==> src/rtl/lic_pkg.sv <==
package lic_pkg;

   // byte offsets of the register window; software decodes these
   localparam int unsigned OFS_NOP_LO = 32'h00;
   localparam int unsigned OFS_ENABLE = 32'h04;
   localparam int unsigned OFS_LEVELS = 32'h0C;
   localparam int unsigned OFS_NOP_HI = 32'h14;

   // smallest address width that reaches every offset above
   localparam int unsigned MIN_ADDR_W = 5;

   typedef enum logic [1:0] {
      RSEL_NONE   = 2'd0,
      RSEL_ENABLE = 2'd1,
      RSEL_LEVELS = 2'd2
   } rsel_e;

endpackage

==> src/rtl/lic_level_sample.sv <==
module lic_level_sample #(
   parameter int unsigned NUM_SRC = 32
) (
   input  logic               clk,
   input  logic               rst_n,
   input  logic [NUM_SRC-1:0] req_i,
   output logic [NUM_SRC-1:0] level_o
);

   generate
      if (NUM_SRC < 1) begin : g_bad_count
         $error("lic_level_sample: NUM_SRC must be at least 1");
      end
   endgenerate

   logic [NUM_SRC-1:0] level_q;

   // one flop per source; the pending view is the last sampled level
   for (genvar s = 0; s < NUM_SRC; s++) begin : g_src
      always_ff @(posedge clk) begin
         if (!rst_n) level_q[s] <= 1'b0;
         else        level_q[s] <= req_i[s];
      end
   end

   assign level_o = level_q;

   assert_level_tracks_R2 : assert property (@(posedge clk) disable iff (!rst_n)
      $past(rst_n) |-> (level_o == $past(req_i)));

endmodule

==> src/rtl/lic_reg_file.sv <==
module lic_reg_file
   import lic_pkg::*;
#(
   parameter int unsigned NUM_SRC = 32,
   parameter int unsigned ADDR_W  = 8,
   parameter int unsigned DATA_W  = 32
) (
   input  logic               clk,
   input  logic               rst_n,
   input  logic [ADDR_W-1:0]  addr_i,
   input  logic               wr_i,
   input  logic [DATA_W-1:0]  wdata_i,
   input  logic               rd_i,
   input  logic [NUM_SRC-1:0] level_i,
   output logic [NUM_SRC-1:0] enable_o,
   output logic [DATA_W-1:0]  rdata_o
);

   generate
      if (ADDR_W < MIN_ADDR_W) begin : g_bad_addr
         $error("lic_reg_file: ADDR_W too small for the register window");
      end
      if (NUM_SRC > DATA_W) begin : g_bad_width
         $error("lic_reg_file: NUM_SRC may not exceed DATA_W");
      end
   endgenerate

   localparam logic [ADDR_W-1:0] A_ENABLE = ADDR_W'(OFS_ENABLE);
   localparam logic [ADDR_W-1:0] A_LEVELS = ADDR_W'(OFS_LEVELS);

   logic [NUM_SRC-1:0] enable_q;
   logic [DATA_W-1:0]  rdata_q;
   logic [DATA_W-1:0]  rdata_d;
   logic               enable_we;
   rsel_e              rsel;

   // Only the enable offset stores anything. The two dummy offsets and
   // every unmapped offset fall through to "no state change".
   assign enable_we = wr_i && (addr_i == A_ENABLE);

   always_comb begin
      if (addr_i == A_ENABLE)      rsel = RSEL_ENABLE;
      else if (addr_i == A_LEVELS) rsel = RSEL_LEVELS;
      else                         rsel = RSEL_NONE;
   end

   always_comb begin
      unique case (rsel)
         RSEL_ENABLE: rdata_d = DATA_W'(enable_q);
         RSEL_LEVELS: rdata_d = DATA_W'(level_i);
         default:     rdata_d = '0;
      endcase
   end

   always_ff @(posedge clk) begin
      if (!rst_n)         enable_q <= '0;
      else if (enable_we) enable_q <= wdata_i[NUM_SRC-1:0];
   end

   always_ff @(posedge clk) begin
      if (!rst_n)    rdata_q <= '0;
      else if (rd_i) rdata_q <= rdata_d;
      else           rdata_q <= '0;
   end

   assign enable_o = enable_q;
   assign rdata_o  = rdata_q;

   assert_enable_write_R4 : assert property (@(posedge clk) disable iff (!rst_n)
      (wr_i && addr_i == A_ENABLE) |=> (enable_o == $past(wdata_i[NUM_SRC-1:0])));

   assert_enable_holds_R6 : assert property (@(posedge clk) disable iff (!rst_n)
      !(wr_i && addr_i == A_ENABLE) |=> $stable(enable_o));

   assert_rdata_idle_R8 : assert property (@(posedge clk) disable iff (!rst_n)
      !rd_i |=> (rdata_o == '0));

   assert_unmapped_read_R7 : assert property (@(posedge clk) disable iff (!rst_n)
      (rd_i && addr_i != A_ENABLE && addr_i != A_LEVELS) |=> (rdata_o == '0));

endmodule

==> src/rtl/lic_irq_merge.sv <==
module lic_irq_merge #(
   parameter int unsigned NUM_SRC = 32
) (
   input  logic               rst_n,
   input  logic [NUM_SRC-1:0] enable_i,
   input  logic [NUM_SRC-1:0] level_i,
   output logic               irq_o
);

   logic [NUM_SRC-1:0] live;

   for (genvar s = 0; s < NUM_SRC; s++) begin : g_gate
      assign live[s] = enable_i[s] & level_i[s];
   end

   // gated by reset so the output is quiet before the first edge in reset
   assign irq_o = rst_n & (|live);

   always_comb begin
      if (!rst_n) assert_quiet_in_reset_R9 : assert (!irq_o);
   end

endmodule

==> src/rtl/lvl_irq_ctrl.sv <==
module lvl_irq_ctrl #(
   parameter int unsigned NUM_SRC = 32,
   parameter int unsigned ADDR_W  = 8,
   parameter int unsigned DATA_W  = 32
) (
   input  logic               clk,
   input  logic               rst_n,
   input  logic [NUM_SRC-1:0] req_i,
   input  logic [ADDR_W-1:0]  bus_addr_i,
   input  logic               bus_wr_i,
   input  logic [DATA_W-1:0]  bus_wdata_i,
   input  logic               bus_rd_i,
   output logic [DATA_W-1:0]  bus_rdata_o,
   output logic               irq_o
);

   logic [NUM_SRC-1:0] level;
   logic [NUM_SRC-1:0] enable;

   lic_level_sample #(.NUM_SRC(NUM_SRC)) u_sample (
      .clk     (clk),
      .rst_n   (rst_n),
      .req_i   (req_i),
      .level_o (level)
   );

   lic_reg_file #(
      .NUM_SRC (NUM_SRC),
      .ADDR_W  (ADDR_W),
      .DATA_W  (DATA_W)
   ) u_regs (
      .clk      (clk),
      .rst_n    (rst_n),
      .addr_i   (bus_addr_i),
      .wr_i     (bus_wr_i),
      .wdata_i  (bus_wdata_i),
      .rd_i     (bus_rd_i),
      .level_i  (level),
      .enable_o (enable),
      .rdata_o  (bus_rdata_o)
   );

   lic_irq_merge #(.NUM_SRC(NUM_SRC)) u_merge (
      .rst_n    (rst_n),
      .enable_i (enable),
      .level_i  (level),
      .irq_o    (irq_o)
   );

   // an asserted output must trace back to a request seen last cycle
   assert_irq_has_source_R3 : assert property (@(posedge clk) disable iff (!rst_n)
      ($past(rst_n) && irq_o) |-> ((enable & $past(req_i)) != '0));

   // with nothing enabled, no request may reach the processor
   assert_irq_needs_enable_R10 : assert property (@(posedge clk) disable iff (!rst_n)
      (enable == '0) |-> !irq_o);

endmodule

==> config.mk <==
export PLATFORM = sky130hd
export DESIGN_NAME = lvl_irq_ctrl
export DESIGN_NICKNAME = d
export VERILOG_FILES = /design/src/rtl/lic_pkg.sv /design/src/rtl/lic_level_sample.sv /design/src/rtl/lic_reg_file.sv /design/src/rtl/lic_irq_merge.sv /design/src/rtl/lvl_irq_ctrl.sv
export SDC_FILE = /design/constraint.sdc
export NUM_CORES = 1
export LEC_CHECK = 0
export BUFFER_PORTS_ARGS = -buffer_cell sky130_fd_sc_hd__buf_2
export CAP_MARGIN = 20
export CORE_MARGIN = 2
export CORE_UTILIZATION = 35
export DETAILED_ROUTE_END_ITERATION = 8
export HOLD_SLACK_MARGIN = 0.05
export PLACE_DENSITY = 0.57
export SYNTH_ARGS = -nofsm -noshare
export SYNTH_HDL_FRONTEND = slang
export SYNTH_SLANG_ARGS = --single-unit
==> constraint.sdc <==
create_clock -name clk -period 2.45 [get_ports clk]
set_input_delay 0.49 -clock clk [delete_from_list [all_inputs] [get_ports clk]]
set_output_delay 0.49 -clock clk [all_outputs]
set_load 0.01 [all_outputs]
[Yosys cells after proc, flatten, opt, wreduce, memory -nomap -nowiden]
Index checks and enable logic that the tools add are counted.
Storage, ports and cells
  register bits: 96
  output and inout port bits: 33
  logic and storage cells: 77
Operators by class
  equality and inequality tests: 4
  muxes and demuxes: 3
  bitwise logic cells: 33
  reductions and logical operators: 3
Operators by type and width (number)
  $pmux W32 S2: 1
  $and A1 B1 Y1: 33
  $reduce_or A32 Y1: 1
  $eq A8 B3 Y1 const B: 1
  $eq A8 B4 Y1 const B: 1
  $mux W2: 2
  $eq A2 B1 Y1 const B: 1
  $eq A2 B2 Y1 const B: 1
  $reduce_and A2 Y1: 1
  $logic_and A1 B1 Y1: 1

[Longest topological paths before layout]
  depth in word-level cells: 5
  gate-level depth with buffers: 5

[Cells and area by module]
A second synthesis with hierarchy kept.
Second synthesis, totals
  cells, all modules: 334
  area total of the unflattened synthesis: 3505.9 µm²
By module, submodules not included
  lic_reg_file: instances 1, cells an instance 246, area an instance 2448.6 µm², sequential area each 1281.2 µm²
  lic_level_sample: instances 1, cells an instance 67, area an instance 895.9 µm², sequential area each 640.6 µm²
  lic_irq_merge: instances 1, cells an instance 21, area an instance 161.4 µm², sequential area each 0.0 µm²

[Worst setup path before layout]
No wires, ideal clock.
  path type: input port to output port
  start point: input port rst_n
  end point: output port irq_o
  data arrival time: 1044 ps
  data required time: 1960 ps
  setup slack: 916 ps
  cell stages on the path: 3
  cells stage by stage: buf_2 -> clkbuf_1 -> o41a_1
Between the ends
  word-level cells in the longest chain between the ends: 1
RTL lines
  from (decl): RTL line lvl_irq_ctrl.sv:7  | input logic rst_n,
  $and A1 B1 Y1: RTL line lic_irq_merge.sv:17  | assign irq_o = rst_n & (|live);
  to (decl): RTL line lvl_irq_ctrl.sv:14  | output logic irq_o
No other way between the ends.

[Worst setup path in the final report]
  start point: register u_regs.enable_q[24], in the netlist u_regs.enable_o[24]
  end point: output port irq_o
Between the ends
  word-level cells in the longest chain between the ends: 3
RTL lines
  from (decl): RTL line lic_reg_file.sv:31  | logic [NUM_SRC-1:0] enable_q;
  from (signal assigned): RTL line lic_reg_file.sv:57  | else if (enable_we) enable_q <= wdata_i[NUM_SRC-1:0];
  $and A1 B1 Y1: RTL line lic_irq_merge.sv:13  | assign live[s] = enable_i[s] & level_i[s];
  $reduce_or A32 Y1: RTL line lic_irq_merge.sv:17
  $and A1 B1 Y1: RTL line lic_irq_merge.sv:17
No other way between the ends.

==> metrics <==
maximum VDD drop 0.359 mV; Nets 550; CTS tree built; data arrival time of the critical path 1.73 ns; FMAX 451 MHz; # DRC 0; Die H 105 um; post-cts repair resize count 0; Synth cell types 18; share of layout cells above drive strength 1 28.4%; startpoint class of the critical path flop; FF+latch count, synth 96; Place WS 0.561 ns; initial antenna violation count 0; Rows 36; Filler cells between 1,000 and 1,500; max-slew violations 0; total CTS buffers 9; DR vias/cell just under 5; WL final 9050 um; Syn Inst Count 378; CTS Hold Bufs 0; Worst-Skew Late Latency between 0.3 and 0.4 ns; Hold Path Cell Cnt 2; DR vias 2,950; H-Tree Depth 3; Hold Path Sink u_sample.level_o[17]; Final Hold Violating Endpoints 0; gr usage total 16.7%; syn nets 454; worst relative slew slack a little under three fifths; leading post-synthesis cells by cell area dfxtp_1, mux2i_1, nand3_1, nand2_1, and2_1; synth warn 0; worst min path class input pin to flop; antenna diode count 0; largest fanout on the critical path 3; IO Pins approximately 110; Final ANT Viol Nets 0; unrepaired setup endpoints after global routing false; Port-buffer cells 108; Mapped Area ~3600 um2; largest net degree at the start of global routing 65; DPL Wire Length 6190 um; Final WS setup roughly 0.23 ns; Setup Buffers After CTS 0; global route total overflow 0; setup TNS 0 ns; cell depth of the worst flop-to-flop path 2; first-pass GRT wire length 14,600 um; clk_skew 0.00613 ns; Worst Tran Pin Value 0.661 ns; Yosys top cell by area dfxtp_1; fin crit period 2.22 ns; Starting DRT DRC Count 106; status finished clean; Max-cap violations 0; Crit. End Element output port; CP Class flop to output port; Critical Path, Cell by Cell a22oi_1 -> nand4_1 -> o41a_1 -> buf_2; core area slightly below 10,000 um2; CP peak stage delay 0.47 ns; die width 105 um; reg2reg end u_regs.rdata_o[7]; Pre-antenna DRT Iters 5; vias in the first global route 2,984; Final Setup Violations 0; PwrDens 693 nW/um2; die area 11,000 um2; Sink Count 96; post-synthesis sequential area ratio 53.8%; Max clock buf depth 2; LEAKAGE 1.78 nW; Clk pin slew, worst setup/hold paths 0.09 ns; Slowest-stage cell, CP o41a_1; min-delay src req_i[17]; routability congestion estimate roughly 0.76; Yosys top cell area share 53.8%; initial core utilization 36.4%; Reg-to-Reg Start u_sample.level_o[7]; Root Buffer clkbuf_8; overall power 0.00310 W; Data required, critical path 1.96 ns; syn_area_per_cell between 9 and 10 um2; post-DR wirelength/cell 14.8 um; R2R Setup Slk 1.73 ns; period utilization 90.6%; area grow syn2layout 25.4%
-- critical path: cells and delay by family, from the launching register on --
kind                   cells  cell delay [ns]
AO/OA/AOI/OAI              2             0.72
flip-flops                 1             0.34
AND/OR/NAND/NOR            1             0.16
buffers and inverters      1             0.16
-- report_power, final --
group | switching (W) | total (W) | internal [W]
Clock | 0.000545 | 0.00133 | 0.000789
Combinational | 0.0000886 | 0.000164 | 0.0000758
Sequential | 0.0000168 | 0.00160 | 0.00159
-- cell type report --
cell class	instances	area (um2)	share of cell area (%)
clock buffer	10	128	2.85
timing repair buffer	117	646	14.4
multi-input combinational	250	1480	33.0
tap	133	166	3.72
clock inverter	6	138	3.07
sequential	96	1920	42.9
-- logic make-up (layout without fill, tap and decap cells) --
logic type,after synthesis,after routing,synth area share [%]
AO/OA/AOI/OAI,49,49,8.16
buffers and inverters,32,133,5.47
flip-flops,96,96,53.8
multiplexers,32,32,8.97
AND/OR/NAND/NOR,169,169,23.6
-- through the flow --
step,util (%),instance area (um2),cells,hold slack (ns)
finish,45.6,4480,612,0.331
CTS,45.6,4480,612,0.312
global route,45.6,4480,612,0.310
detailed placement,42.9,4210,596,0.462
floorplan,-,3570,378,0.444
global placement,42.9,4210,596,0.457
-- sequential cells by signal, indices dropped and copies added (netlist names) --
signal	cells
u_regs.rdata_o	32
u_regs.enable_o	32
u_sample.level_o	32
-- placed cells by master (no fill, tap or decap), types with 3 or more instances in the layout --
cell type,instances
and2_1,32
dfxtp_1,96
nand2_1,65
clkbuf_8,9
nand4_1,4
buf_2,108
a22oi_1,16
buf_12,3
buf_4,6
bufinv_16,4
mux2i_1,32
a21oi_1,32
nand3_1,64
-- metal layers --
metal  part of all wire [%]  global-route usage, %  vias to the layer above
li1                       -                      -                     1482
met1                     46                   22.0                     1356
met2                     47                   26.9                      103
met5                      0                      0                        -
met4                    1.3                   6.00                        0
met3                    5.4                   3.68                        9
-- Yosys cell counts --
cell / instances
nand2_1: 65
o41a_1: 1
nor4b_4: 1
nor4_2: 1
buf_2: 15
and3_1: 1
nand4_1: 4
dfxtp_1: 96
buf_6: 1
a21oi_1: 32
nor4bb_1: 1
and2_1: 32
clkbuf_1: 8
buf_1: 5
a22oi_1: 16
mux2i_1: 32
nand3_1: 64
buf_12: 3
-- worst max path at each step --
stage | start | cells after the start | to | slack (ns)
after floorplan | rst_n | 3 | irq_o | 0.92
after global placement | bus_addr_i[7] | 5 | u_regs.rdata_o[17] | 0.58
after detailed placement | bus_addr_i[7] | 5 | u_regs.rdata_o[25] | 0.56
after CTS | u_regs.enable_o[24] | 4 | irq_o | 0.19
after global routing | u_regs.enable_o[24] | 4 | irq_o | 0.13
final | u_regs.enable_o[24] | 4 | irq_o | 0.23
No activity file was read; power rests on OpenSTA's default activity.
